===== src/rtl/win_irq_pkg.sv =====
package win_irq_pkg;

  localparam int unsigned PERSIST_MAX = 16;
  localparam int unsigned CNT_W       = $clog2(PERSIST_MAX + 1);

  typedef struct packed {
    logic vld;
    logic above;
    logic below;
  } cmp_res_t;

  function automatic logic [CNT_W-1:0] persist_target(input logic [1:0] sel);
    logic [CNT_W-1:0] t;
    case (sel)
      2'd0:    t = CNT_W'(1);
      2'd1:    t = CNT_W'(4);
      2'd2:    t = CNT_W'(8);
      default: t = CNT_W'(PERSIST_MAX);
    endcase
    return t;
  endfunction

endpackage


===== src/rtl/win_thr_regs.sv =====
module win_thr_regs #(
  parameter int unsigned THR_W = 8
) (
  input  logic             clk,
  input  logic             rst,
  input  logic             hi_wr,
  input  logic             lo_wr,
  input  logic [THR_W-1:0] wdata,
  output logic [THR_W-1:0] hi_q,
  output logic [THR_W-1:0] lo_q
);

  always_ff @(posedge clk) begin
    if (rst) begin
      hi_q <= '1;
      lo_q <= '0;
    end else begin
      if (hi_wr) hi_q <= wdata;
      if (lo_wr) lo_q <= wdata;
    end
  end


  hi_hold_chk: assert property (@(posedge clk) disable iff (rst)
    !hi_wr |=> $stable(hi_q));

  lo_hold_chk: assert property (@(posedge clk) disable iff (rst)
    !lo_wr |=> $stable(lo_q));

endmodule


===== src/rtl/win_cmp.sv =====
module win_cmp
  import win_irq_pkg::*;
#(
  parameter int unsigned DATA_W = 16,
  parameter int unsigned THR_W  = 8
) (
  input  logic              clk,
  input  logic              rst,
  input  logic              in_vld,
  input  logic [DATA_W-1:0] in_data,
  input  logic [THR_W-1:0]  thr_hi,
  input  logic [THR_W-1:0]  thr_lo,
  output cmp_res_t          res_q
);

  localparam int unsigned LOW_W = DATA_W - THR_W;

  logic [DATA_W:0] upper_lim;
  logic [DATA_W:0] lower_lim;
  logic            is_above;
  logic            is_below;

  always_comb begin
    upper_lim = {1'b0, thr_hi, {LOW_W{1'b0}}} + (DATA_W + 1)'(1 << LOW_W);
    lower_lim = {1'b0, thr_lo, {LOW_W{1'b0}}};
    is_above  = {1'b0, in_data} >= upper_lim;
    is_below  = {1'b0, in_data} <  lower_lim;
  end

  always_ff @(posedge clk) begin
    if (rst) begin
      res_q <= '0;
    end else begin
      res_q.vld   <= in_vld;
      res_q.above <= in_vld & is_above;
      res_q.below <= in_vld & is_below;
    end
  end


  vld_pass_chk: assert property (@(posedge clk) disable iff (rst)
    in_vld |=> res_q.vld);

  idle_quiet_chk: assert property (@(posedge clk) disable iff (rst)
    !in_vld |=> !res_q.vld && !res_q.above && !res_q.below);

endmodule


===== src/rtl/win_persist.sv =====
module win_persist
  import win_irq_pkg::*;
(
  input  logic       clk,
  input  logic       rst,
  input  cmp_res_t   cmp_in,
  input  logic [1:0] sel,
  input  logic       clr,
  output logic       trig
);

  logic [CNT_W-1:0] cnt_q;
  logic [CNT_W-1:0] target;
  logic [CNT_W:0]   nxt_sum;
  logic             reached;
  logic             oow;
  logic [CNT_W-1:0] cnt_inc;

  always_comb begin
    target  = persist_target(sel);
    oow     = cmp_in.vld & (cmp_in.above | cmp_in.below);
    nxt_sum = {1'b0, cnt_q} + (CNT_W + 1)'(1);
    reached = nxt_sum >= {1'b0, target};
    cnt_inc = reached ? target : nxt_sum[CNT_W-1:0];
    trig    = oow & reached;
  end

  always_ff @(posedge clk) begin
    if (rst || clr) begin
      cnt_q <= '0;
    end else if (cmp_in.vld) begin
      cnt_q <= oow ? cnt_inc : '0;
    end
  end


  cnt_idle_chk: assert property (@(posedge clk) disable iff (rst)
    !cmp_in.vld && !clr |=> $stable(cnt_q));

  cnt_inwin_chk: assert property (@(posedge clk) disable iff (rst)
    cmp_in.vld && !cmp_in.above && !cmp_in.below && !clr |=> cnt_q == '0);

  cnt_clr_chk: assert property (@(posedge clk) disable iff (rst)
    clr |=> cnt_q == '0);

  cnt_bound_chk: assert property (@(posedge clk) disable iff (rst)
    cnt_q <= CNT_W'(PERSIST_MAX));

endmodule


===== src/rtl/lux_window_alarm.sv =====
module lux_window_alarm
  import win_irq_pkg::*;
#(
  parameter int unsigned DATA_W = 16,
  parameter int unsigned THR_W  = 8
) (
  input  logic              clk,
  input  logic              rst,
  input  logic              res_valid,
  input  logic [DATA_W-1:0] res_data,
  input  logic              thr_hi_wr,
  input  logic              thr_lo_wr,
  input  logic [THR_W-1:0]  thr_wdata,
  input  logic [1:0]        persist_sel,
  input  logic              clr_pulse,
  output logic              irq_flag,
  output logic              irq_pull_en
);

  logic [THR_W-1:0] hi_q;
  logic [THR_W-1:0] lo_q;
  cmp_res_t         cmp_q;
  logic             trig;
  logic             flag_q;
  logic             pull_q;

  win_thr_regs #(.THR_W(THR_W)) u_thr (
    .clk   (clk),
    .rst   (rst),
    .hi_wr (thr_hi_wr),
    .lo_wr (thr_lo_wr),
    .wdata (thr_wdata),
    .hi_q  (hi_q),
    .lo_q  (lo_q)
  );

  win_cmp #(.DATA_W(DATA_W), .THR_W(THR_W)) u_cmp (
    .clk     (clk),
    .rst     (rst),
    .in_vld  (res_valid),
    .in_data (res_data),
    .thr_hi  (hi_q),
    .thr_lo  (lo_q),
    .res_q   (cmp_q)
  );

  win_persist u_persist (
    .clk    (clk),
    .rst    (rst),
    .cmp_in (cmp_q),
    .sel    (persist_sel),
    .clr    (clr_pulse),
    .trig   (trig)
  );

  always_ff @(posedge clk) begin
    if (rst) begin
      flag_q <= 1'b0;
      pull_q <= 1'b0;
    end else if (trig) begin
      flag_q <= 1'b1;
      pull_q <= 1'b1;
    end else if (clr_pulse) begin
      flag_q <= 1'b0;
      pull_q <= 1'b0;
    end
  end

  assign irq_flag    = flag_q;
  assign irq_pull_en = pull_q;


  flag_sticky_chk: assert property (@(posedge clk) disable iff (rst)
    irq_flag && !clr_pulse |=> irq_flag);

  flag_clr_chk: assert property (@(posedge clk) disable iff (rst)
    clr_pulse && !trig |=> !irq_flag);

  set_wins_chk: assert property (@(posedge clk) disable iff (rst)
    clr_pulse && trig |=> irq_flag);

  rise_cause_chk: assert property (@(posedge clk) disable iff (rst)
    $rose(irq_flag) |-> $past(cmp_q.vld));

  pull_match_chk: assert property (@(posedge clk) disable iff (rst)
    irq_pull_en == irq_flag);

endmodule


===== config.mk =====
export PLATFORM = sky130hd
export DESIGN_NAME = lux_window_alarm
export DESIGN_NICKNAME = d
export VERILOG_FILES = /design/src/rtl/win_irq_pkg.sv /design/src/rtl/win_thr_regs.sv /design/src/rtl/win_cmp.sv /design/src/rtl/win_persist.sv /design/src/rtl/lux_window_alarm.sv
export SDC_FILE = /design/constraint.sdc
export NUM_CORES = 1
export LEC_CHECK = 0
export BUFFER_PORTS_ARGS = -buffer_cell sky130_fd_sc_hd__buf_2
export CAP_MARGIN = 30
export CORE_MARGIN = 2
export CORE_UTILIZATION = 48
export DETAILED_ROUTE_END_ITERATION = 6
export HOLD_SLACK_MARGIN = 0.06
export PLACE_DENSITY = 0.74
export SLEW_MARGIN = 20
export SYNTH_ARGS = -nofsm -noshare
export SYNTH_HDL_FRONTEND = slang
export SYNTH_HIERARCHICAL = 1
export SYNTH_SLANG_ARGS = --single-unit

===== constraint.sdc =====
create_clock -name clk -period 1.95 [get_ports clk]
set_input_delay 0.0975 -clock clk [delete_from_list [all_inputs] [get_ports clk]]
set_output_delay 0.0975 -clock clk [all_outputs]
set_load 0.01 [all_outputs]

==> results of run 1 <==
[critical path: stages (launching register included)]
cell	delay [ns]
dfxtp_4	0.41
and3_4	0.20
xor2_2	0.17
ha_1	0.28
a21oi_2	0.15
o22ai_2	0.12
or4_4	0.53
a21oi_2	0.13
[registers in the layout, summed over array words and instances (netlist names)]
| register | count |
|---|---|
| u_persist/cnt_q | 5 |
| u_cmp/res_q | 3 |
| u_thr/lo_q | 8 |
| u_thr/hi_q | 8 |
| irq_pull_en | 1 |
[power by group]
| part | internal [uW] | total, uW | switching, uW |
|---|---|---|---|
| Sequential | 535 | 555 | 19.9 |
| Combinational | 196 | 351 | 155 |
| Clock | 80.0 | 235 | 155 |
| Total | 811 | 1140 | 330 |
[cells in the mapped netlist, drive strengths merged]
| library cell | count | share of area |
|---|---|---|
| dfxtp | 25 | 0.31 |
| ha | 21 | 0.16 |
| inv | 14 | 0.032 |
| nand2 | 11 | 0.025 |
| nor2 | 11 | 0.025 |
| nor2b | 10 | 0.038 |
| a211o | 8 | 0.048 |
| mux2i | 8 | 0.049 |
| nand3 | 7 | 0.022 |
| a21oi | 6 | 0.021 |
| xor2 | 6 | 0.032 |
| a21o | 5 | 0.023 |
| nand2b | 5 | 0.019 |
| o21ai | 5 | 0.015 |
| and3 | 4 | 0.018 |
| buf | 4 | 0.022 |
| o211ai | 4 | 0.018 |
| or2 | 3 | 0.012 |
| xnor2 | 3 | 0.016 |
| a211oi | 2 | 0.0092 |
| a31oi | 2 | 0.0077 |
| nor3 | 2 | 0.0062 |
| a221o | 1 | 0.0062 |
| a31o | 1 | 0.011 |
| clkbuf | 1 | 0.0023 |
| nand4b | 1 | 0.0054 |
| nor3b | 1 | 0.0046 |
| nor4 | 1 | 0.0077 |
| nor4b | 1 | 0.0092 |
| o2111ai | 1 | 0.0054 |
| o22ai | 1 | 0.0038 |
| or2b | 1 | 0.0046 |
| or4 | 1 | 0.0046 |
| or4b | 1 | 0.0062 |
[through the flow]
| stage | total power, uW | setup WS [ns] |
|---|---|---|
| final | 1140 | -0.0784 |
| after global routing | 1210 | -0.177 |
| after CTS | 1120 | -0.0705 |
| after detailed placement | 861 | -0.143 |
| after global placement | 854 | -0.0501 |
| after floorplan | 753 | -0.00432 |
[path summary, 6_finish.rpt]
kind / slack [ns] / end / start / depth (start not counted)
max: -0.08 / u_persist/cnt_q[1] / u_persist/cnt_q[0] / 7
min: 0.09 / u_persist/cnt_q[1] / rst / 3
min reg2reg: 0.51 / u_thr/lo_q[3] / u_thr/lo_q[3] / 2
max reg2reg: -0.08 / u_persist/cnt_q[1] / u_persist/cnt_q[0] / 7
[layout make-up]
| cell class | instances | area, um^2 | area share |
|---|---|---|---|
| clock buffer | 4 | 26.3 | 0.0118 |
| timing repair buffer | 66 | 438 | 0.197 |
| tap | 46 | 57.6 | 0.0259 |
| sequential | 25 | 514 | 0.231 |
| inverter | 14 | 52.6 | 0.0236 |
| multi-input combinational | 134 | 1140 | 0.511 |
[kinds of logic (layout without fill, tap and decap cells)]
family | count (synthesis) | count (layout) | share of synthesized area
compound gates | 36 | 36 | 0.168
mux | 8 | 8 | 0.0492
xor+xnor | 9 | 9 | 0.0485
simple gates | 60 | 60 | 0.208
flops | 25 | 25 | 0.308
buf+inv | 19 | 84 | 0.0561
fa+ha+maj | 21 | 21 | 0.162
[repair_timing]
item	in CTS	in global routing
hold buffers	10	0
resized for setup	10	9
endpoints found under the hold margin	18	0
buffers inserted	4	3
pin swaps	10	10
setup endpoints to repair	7	7
[per-layer routing]
layer | track usage | vias up | routed length [um]
li1 | - | 760 | -
met1 | 0.212 | 689 | 1560
met2 | 0.360 | 17 | 2040
met3 | 0.0326 | 2 | 82
met4 | 0.0611 | 0 | 18
met5 | 0 | - | 0
==> impl_results.md, run 1 <==
- Outcome: finished, violations left
- Failing checks: negative setup slack
- Net count after synthesis: 231
- Layout Nets: 297
- CTS tree: yes
- Placed cell areas: 0.00196 mm^2
- Post-route setup slack: -0.0784 ns
- Warnings, synthesis: 6
- Vias in the first global route: 1,463
- Starting Density: 0.495
- Max IR drop VDD: 0.000416 V
- Fin crit period: 2.03 ns
- Seq/Total Area, Yosys: 0.308
- Final wirelength: 3690 um
- Post-detail-place hpwl: 2650 um
- WL/cell: 12.8 um
- Post-Synthesis Cells: 178
- Die Height: 62.2 um
- Lkg Pwr: 0.00104 uW
- Yosys cell types: 39
- RePlAce Congestion: 0.828
- Min-Delay Path Class: in -> reg
- Remaining antenna violation count: 0
- Final Max Tran Viols: 0
- Ports: 34
- Cts bufs inserted: 3
- Cell count after placement: 268
- Final core occ: 0.678
- Slew HR: 0.619
- Total inserted antenna cells: 0
- Register bit total from synthesis: 25
- # clock sinks: 25
- Critical path class: reg -> reg
- Unrepaired setup endpoints after global routing: yes
- Mapped Avg Cell Area: 9.14 um^2
- Setup violators final: 4
- Worst-path clk slew: 0.14 ns
- Root buf cell: clkbuf_4
- Worst EP required: 2.21 ns
- Final Hold Fails: 0
- Hold_ws: 0.0868 ns
- Least-Margin Pin Slew: 0.566 ns
- Vias: 1,468
- Layout area overhead: 36.8%
- Peak Freq: 493 MHz
- Share of cells above drive strength 1: 0.379
- Final period utilization: 1.04
- Crit. End Element: register
- Full die area: 0.00387 mm^2
- Port bufs: 33
- Non-Filler Instances: 289
- Drt drc: 0
- Core footprint: 0.00328 mm^2
- Layout fillers: 264
- CP Launch Type: register
- Pin count of the biggest net entering global routing: 19
- H-tree Lvls: 1
- First drt pass iteration count: 4
- Most frequent cells in the layout: buf_2 (33), buf_4 (23), dfxtp_1 (20)
- Row count: 21
- Worst Path Arrival: 2.29 ns
- PD cells: 513 mW/mm^2
- Max Cap Viol: 0
- First-pass GRT wire length: 5950 um
- CP max FO: 5
- Clock Skews: 0.00301 ns
- Initial drt markers: 58
- Die X: 62.2 um
- GRT overflow: 0
- CTS Buffer Depth: 2
- Clk_lat worst skew: 0.32 ns
- GRT Overall Usage: 0.189
- Cell Area, Synth: 0.00163 mm^2
- Vias per Instance: 5.08
- Post-route cell area: 0.00223 mm^2
- Commonest non-fill, non-tap cell in the layout: buf_2
- Setup TNS: -0.187 ns
- Initial antenna violation count: 0
(Power assumes the default switching activity.)
==> run 2: changes to the inputs <==
--- a/config.mk
+++ b/config.mk
@@ -9,6 +9,7 @@
 export CAP_MARGIN = 30
 export CORE_MARGIN = 2
 export CORE_UTILIZATION = 48
+export CTS_BUF_LIST = sky130_fd_sc_hd__clkbuf_16
 export DETAILED_ROUTE_END_ITERATION = 6
 export HOLD_SLACK_MARGIN = 0.06
 export PLACE_DENSITY = 0.74
==> run 2 against run 1 <==
Against the previous run: the flow still finishes with violations (negative setup slack); global-route usage fell by 0.23 points; sequential power barely moved; power rose by 17%; clock power rose by 92%; setup slack barely moved.
==> impl_results.md, run 2 (same netlist as run 1, synthesis figures left out) <==
- Outcome: finished, violations left
- Failing checks: negative setup slack
- Vias: 1,480 (+0.82%)
- Full die area: 0.00387 mm^2 (unchanged)
- Post-route cell area: 0.00225 mm^2 (+1.0%)
- Crit. End Element: register
- Layout fillers: 255 (-3.4%)
- CP max FO: 5 (unchanged)
- Pre-CTS setup slack: -0.143 ns (unchanged)
- First drt pass iteration count: 4 (unchanged)
- Layout area overhead: 38.2%
- Final Max Tran Viols: 0 (unchanged)
- Unrepaired setup endpoints after global routing: yes
- Least-Margin Pin Slew: 0.554 ns (-0.0119 ns)
- Worst EP required: 2.14 ns (-0.07 ns)
- GRT Overall Usage: 0.187 (-0.00231)
- CTS Buffer Depth: 2 (unchanged)
- Hold_ws: 0.0601 ns (-0.0268 ns)
- Max Cap Viol: 0 (unchanged)
- Biggest regs: u_thr/hi_q: 8 flops, u_thr/lo_q: 8 flops, u_persist/cnt_q: 5 flops
- Peak Freq: 493 MHz (about the same)
- Core footprint: 0.00328 mm^2 (unchanged)
- Cts bufs inserted: 3 (unchanged)
- Die Height: 62.2 um (unchanged)
- Pin count of the biggest net entering global routing: 19 (unchanged)
- Root buf cell: clkbuf_16
- Clk_lat worst skew: 0.26 ns (-0.06 ns)
- First-pass GRT wire length: 5820 um (-2.2%)
- Fin crit period: 2.03 ns (+0.0000635 ns)
- Row count: 21 (unchanged)
- Drt drc: 0 (unchanged)
- Die X: 62.2 um (unchanged)
- Layout Nets: 287 (-3.4%)
- Max IR drop VDD: 0.000412 V (-0.93%)
- Cell chain of the critical path: and3_4 > xor2_4 > ha_4 > a21oi_4 > o22ai_4 > or4_4 > a21oi_2
- Remaining antenna violation count: 0 (unchanged)
- Worst Path Arrival: 2.22 ns (-0.07 ns)
- Vias per Instance: 5.30 (+4.4%)
- Final core occ: 0.685 (+0.00686)
- Final wirelength: 3730 um (+1.2%)
- # clock sinks: 25 (unchanged)
- Initial drt markers: 57 (-1.7%)
- Cell family with most CP delay: simple AND/OR/NAND/NOR gates
- WL/cell: 13.4 um (+4.8%)
- Setup violators final: 2 (-2)
- PD cells: 592 mW/mm^2 (+15%)
- Clock Skews: 0.00202 ns (-0.000987 ns)
- CTS tree: yes
- Placed cell areas: 0.00196 mm^2 (unchanged)
- Most frequent cells in the layout: buf_2 (33), buf_4 (21), dfxtp_1 (20)
- Share of cells above drive strength 1: 0.408 (+0.0291)
- Critical path class: reg -> reg
- Initial antenna violation count: 0 (unchanged)
- Port bufs: 33 (unchanged)
- GRT overflow: 0 (unchanged)
- Critical-path top delay cell: or4_4
- Min-Delay Path Class: in -> reg
- Lkg Pwr: 0.00103 uW (-0.33%)
- Final Hold Fails: 0 (unchanged)
- Commonest non-fill, non-tap cell in the layout: buf_2
- RePlAce Congestion: 0.828 (unchanged)
- Ports: 34 (unchanged)
- Buf/Inv on CP: 0 (unchanged)
- Worst-path clk slew: 0.06 ns (-0.08 ns)
- Power Total: 1330 uW (+17%)
- Total inserted antenna cells: 0 (unchanged)
- Vias in the first global route: 1,431 (-2.2%)
- Starting Density: 0.495 (unchanged)
- CP Launch Type: register
- Critical path's largest stage delay: 0.54 ns (about the same)
- Final period utilization: 1.04 (about the same)
- Slew HR: 0.627 (+0.00805)
- Post-route setup slack: -0.0784 ns (-0.0000635 ns)
- Post-detail-place hpwl: 2650 um (unchanged)
- H-tree Lvls: 1 (unchanged)
run 2: final cells by class:
| type | count | area, um^2 | share of cell area |
|---|---|---|---|
| timing repair buffer | 56 | 343 | 0.152 |
| inverter | 14 | 52.6 | 0.0234 |
| clock inverter | 1 | 3.75 | 0.00167 |
| multi-input combinational | 134 | 1200 | 0.535 |
| sequential | 25 | 514 | 0.229 |
| clock buffer | 3 | 75.1 | 0.0334 |
| tap | 46 | 57.6 | 0.0256 |
run 2: what timing repair did:
item                                    4_1_cts  5_1_grt
hold buffers                                  2        0
setup buffers                                 3        2
endpoints found under the setup margin        7        7
pin swaps                                     8        8
gates resized for setup                      10       18
endpoints found under the hold margin         2        0
run 2: metrics by stage:
stage	setup TNS [ns]	cells
2_1_floorplan	-0.00432	178
4_1_cts	-0.192	277
3_3_place_gp	-0.219	268
3_5_place_dp	-0.722	268
6_report	-0.0869	279
5_1_grt	-0.525	279
run 2: metal layers:
| metal | track usage | vias to the layer above | share of wire |
|---|---|---|---|
| li1 | - | 742 | - |
| met2 | 0.356 | 32 | 0.55 |
| met5 | 0 | - | 0 |
| met1 | 0.205 | 696 | 0.40 |
| met4 | 0.0611 | 0 | 0.018 |
| met3 | 0.0380 | 10 | 0.035 |
run 2: final timing paths:
kind	startpoint	end	slack, ns	cells past startpoint
worst max register to register	u_persist/cnt_q[0]	u_persist/cnt_q[1]	-0.08	7
worst min-delay path	thr_wdata[3]	u_thr/hi_q[3]	0.06	2
worst min register to register	u_thr/lo_q[3]	u_thr/lo_q[3]	0.50	2
worst max-delay path	u_persist/cnt_q[0]	u_persist/cnt_q[1]	-0.08	7
run 2: where the power goes:
group          switching (uW)  internal [uW]  leakage, uW
registers                18.6            534     0.000208
clock network             176            274    0.0000423
logic                     150            177     0.000783
==> run 3: changes to the inputs <==
--- a/config.mk
+++ b/config.mk
@@ -9,10 +9,10 @@
 export CAP_MARGIN = 30
 export CORE_MARGIN = 2
 export CORE_UTILIZATION = 48
-export CTS_BUF_LIST = sky130_fd_sc_hd__clkbuf_16
 export DETAILED_ROUTE_END_ITERATION = 6
 export HOLD_SLACK_MARGIN = 0.06
 export PLACE_DENSITY = 0.74
+export RECOVER_POWER = 50
 export SLEW_MARGIN = 20
 export SYNTH_ARGS = -nofsm -noshare
 export SYNTH_HDL_FRONTEND = slang
==> run 3 against run 2 <==
Against the previous run: the run still ends with negative setup slack left; final cell count grew 3.6%; setup slack barely moved; first-iteration DRC count increased by 5.3%; register-to-register slack barely moved; power decreased by 14%; combinational power increased by 7.0%; sequential cell count did not move; fmax is essentially flat; sequential power is essentially flat; clock power is 48% lower; largest cell class unchanged.
==> impl_results.md, run 3 (same netlist as run 1, synthesis figures left out) <==
- FF-to-FF setup slack: -0.08 ns (about the same)
- Part of the power in registers: 0.487 (+0.071)
- Crit. End Element: register
- Initial drt markers: 60 (+5.3%)
- First-pass GRT wire length: 5950 um (+2.2%)
- Cell depth of the worst flop-to-flop path: 7 (unchanged)
- First drt pass iteration count: 4 (unchanged)
- CTS tree: yes
- Setup violators final: 4 (+2)
- CP max FO: 5 (unchanged)
- Worst flop-to-flop path endpoint: u_persist/cnt_q[1]
- Min-Delay Path Class: in -> reg
- Worst EP required: 2.21 ns (+0.07 ns)
- Post-route setup slack: -0.0784 ns (+0.0000113 ns)
- Initial antenna violation count: 0 (unchanged)
- Peak Freq: 493 MHz (about the same)
- Vias per Instance: 5.08 (-4.3%)
- Met2 Resource Use GR: 0.360 (+0.00408)
- Met3 Usage GRT: 0.0326 (-0.00543)
- Worst path most repeated cell: a21oi_2
- Core footprint: 0.00328 mm^2 (unchanged)
- CP Launch Type: register
- Final Max Tran Viols: 0 (unchanged)
- Drt drc: 0 (unchanged)
- Unrepaired setup endpoints after global routing: yes
- Cell family with most CP delay: simple AND/OR/NAND/NOR gates
- Combinational power share: 0.307 (+0.061)
- Final period utilization: 1.04 (about the same)
- H-tree Lvls: 1 (unchanged)
- GRT Overall Usage: 0.189 (+0.00231)
- Ports: 34 (unchanged)
- Fin crit period: 2.03 ns (-0.0000113 ns)
- Failing checks: negative setup slack
- Power Internal: 810 uW (-18%)
- # clock sinks: 25 (unchanged)
- Cell chain of the critical path: and3_4 > xor2_2 > ha_1 > a21oi_2 > o22ai_2 > or4_4 > a21oi_2
- M1 GR Usage: 0.212 (+0.00680)
- Worst Path Arrival: 2.29 ns (+0.07 ns)
- Critical Path End: u_persist/cnt_q[1]
- Max Cap Viol: 0 (unchanged)
- Port bufs: 33 (unchanged)
- Root buf cell: clkbuf_4
- Lkg Pwr: 0.00102 uW (-1.5%)
- Final wirelength: 3690 um (-1.2%)
- Post-detail-place hpwl: 2650 um (unchanged)
- Vias in the first global route: 1,463 (+2.2%)
- CP startpoint: u_persist/cnt_q[0]
- Critical path's largest stage delay: 0.53 ns (about the same)
- RePlAce Congestion: 0.828 (unchanged)
- Busiest grt layer: met2
- Pin count of the biggest net entering global routing: 19 (unchanged)
- Remaining antenna violation count: 0 (unchanged)
- Buf/Inv on CP: 0 (unchanged)
- Slew HR: 0.619 (-0.00805)
- Vias: 1,467 (-0.88%)
- Sw frac: 0.290 (+0.0307)
- Layout Nets: 297 (+3.5%)
- Full die area: 0.00387 mm^2 (unchanged)
- Max IR drop VDD: 0.000416 V (+1.0%)
- Total inserted antenna cells: 0 (unchanged)
- Final core occ: 0.675 (-0.00952)
- Outcome: finished, violations left
- CTS Buffer Depth: 2 (unchanged)
- Biggest regs: u_thr/hi_q: 8 flops, u_thr/lo_q: 8 flops, u_persist/cnt_q: 5 flops
- WL/cell: 12.8 um (-4.6%)
- Critical path class: reg -> reg
- Layout fillers: 269 (+5.5%)
- Layout area overhead: 36.3%
- Die X: 62.2 um (unchanged)
- Cts bufs inserted: 3 (unchanged)
- Clock Power Share: 0.207 (-0.132)
- Final Hold Fails: 0 (unchanged)
- PD cells: 514 mW/mm^2 (-13%)
- Commonest non-fill, non-tap cell in the layout: buf_2
- Clock Skews: 0.00321 ns (+0.00119 ns)
- Row count: 21 (unchanged)
- Worst-path clk slew: 0.14 ns (+0.08 ns)
- Share of cells above drive strength 1: 0.350 (-0.0579)
- Most frequent cells in the layout: buf_2 (26), buf_4 (23), dfxtp_1 (20)
- NetSw: 330 uW (-4.2%)
- Crit path depth: 7 (unchanged)
- Hold_ws: 0.0866 ns (+0.0265 ns)
- Die Height: 62.2 um (unchanged)
- GRT overflow: 0 (unchanged)
- Clk_lat worst skew: 0.32 ns (+0.06 ns)
- Starting Density: 0.495 (unchanged)
- Critical-path top delay cell: or4_4
- Reg-to-reg startpoint: u_persist/cnt_q[0]
- Least-Margin Pin Slew: 0.566 ns (+0.0119 ns)
==> run 3: changes by cell type in the layout (fill, tap and decap cells not counted), sizes merged <==
cell | previous run | this run
buf | 54 | 49
clkbuf | 3 | 11
dlygate4sd3 | 2 | 10
inv | 15 | 14
==> run 3: cell type report <==
type / count / area [um^2] / area share
well taps: 46 / 57.6 / 0.0260
inverters: 14 / 52.6 / 0.0237
clock buffers: 4 / 26.3 / 0.0119
repair buffers: 66 / 429 / 0.194
flip-flops and latches: 25 / 514 / 0.232
multi-input cells: 134 / 1140 / 0.513
==> run 3: repair_timing <==
action                     in CTS  in global routing
setup endpoints to repair       7                  7
hold endpoints to repair       18                  0
gates cloned                    0                  0
pin swaps                      10                 10
resized for setup              10                  9
hold buffers                   10                  0
buffers inserted                4                  3
==> run 3: worst min path at each step <==
stage / from / endpoint / slack [ns] / depth (start not counted)
final: rst / u_persist/cnt_q[1] / 0.09 / 3
after global routing: rst / u_persist/cnt_q[1] / 0.09 / 3
after CTS: rst / u_persist/cnt_q[1] / 0.08 / 3
after detailed placement: thr_wdata[5] / u_thr/hi_q[5] / 0.33 / 2
after global placement: thr_wdata[5] / u_thr/hi_q[5] / 0.32 / 2
after floorplan: rst / irq_pull_en / 0.16 / 1
==> run 3: routing by layer <==
layer | vias up | wire length [um]
li1 | 758 | -
met1 | 688 | 1550
met2 | 19 | 2040
met3 | 2 | 84
met4 | 0 | 18
met5 | - | 0
==> run 3: worst register-to-register path: stages, from the launching register on <==
cell     delay, ns
dfxtp_4       0.41
and3_4        0.20
xor2_2        0.17
ha_1          0.28
a21oi_2       0.15
o22ai_2       0.12
or4_4         0.53
a21oi_2       0.13
==> run 3: metrics by stage <==
| stage | TNS (ns) | instance area (um^2) | cells | worst slack (ns) | power [uW] |
|---|---|---|---|---|---|
| detailed placement | -0.722 | 1960 | 268 | -0.143 | 861 |
| global route | -0.836 | 2220 | 289 | -0.177 | 1210 |
| CTS | -0.272 | 2170 | 286 | -0.0705 | 1120 |
| finish | -0.188 | 2220 | 289 | -0.0784 | 1140 |
| floorplan | -0.00432 | 1650 | 178 | -0.00432 | 753 |
| global placement | -0.219 | 1960 | 268 | -0.0501 | 854 |
==> run 3: power groups by stage <==
stage	Combinational, uW	Sequential [uW]	Clock [uW]
global placement	288	566	0
finish	350	555	235
floorplan	189	563	0
CTS	321	555	247
detailed placement	296	566	0
global route	388	558	265
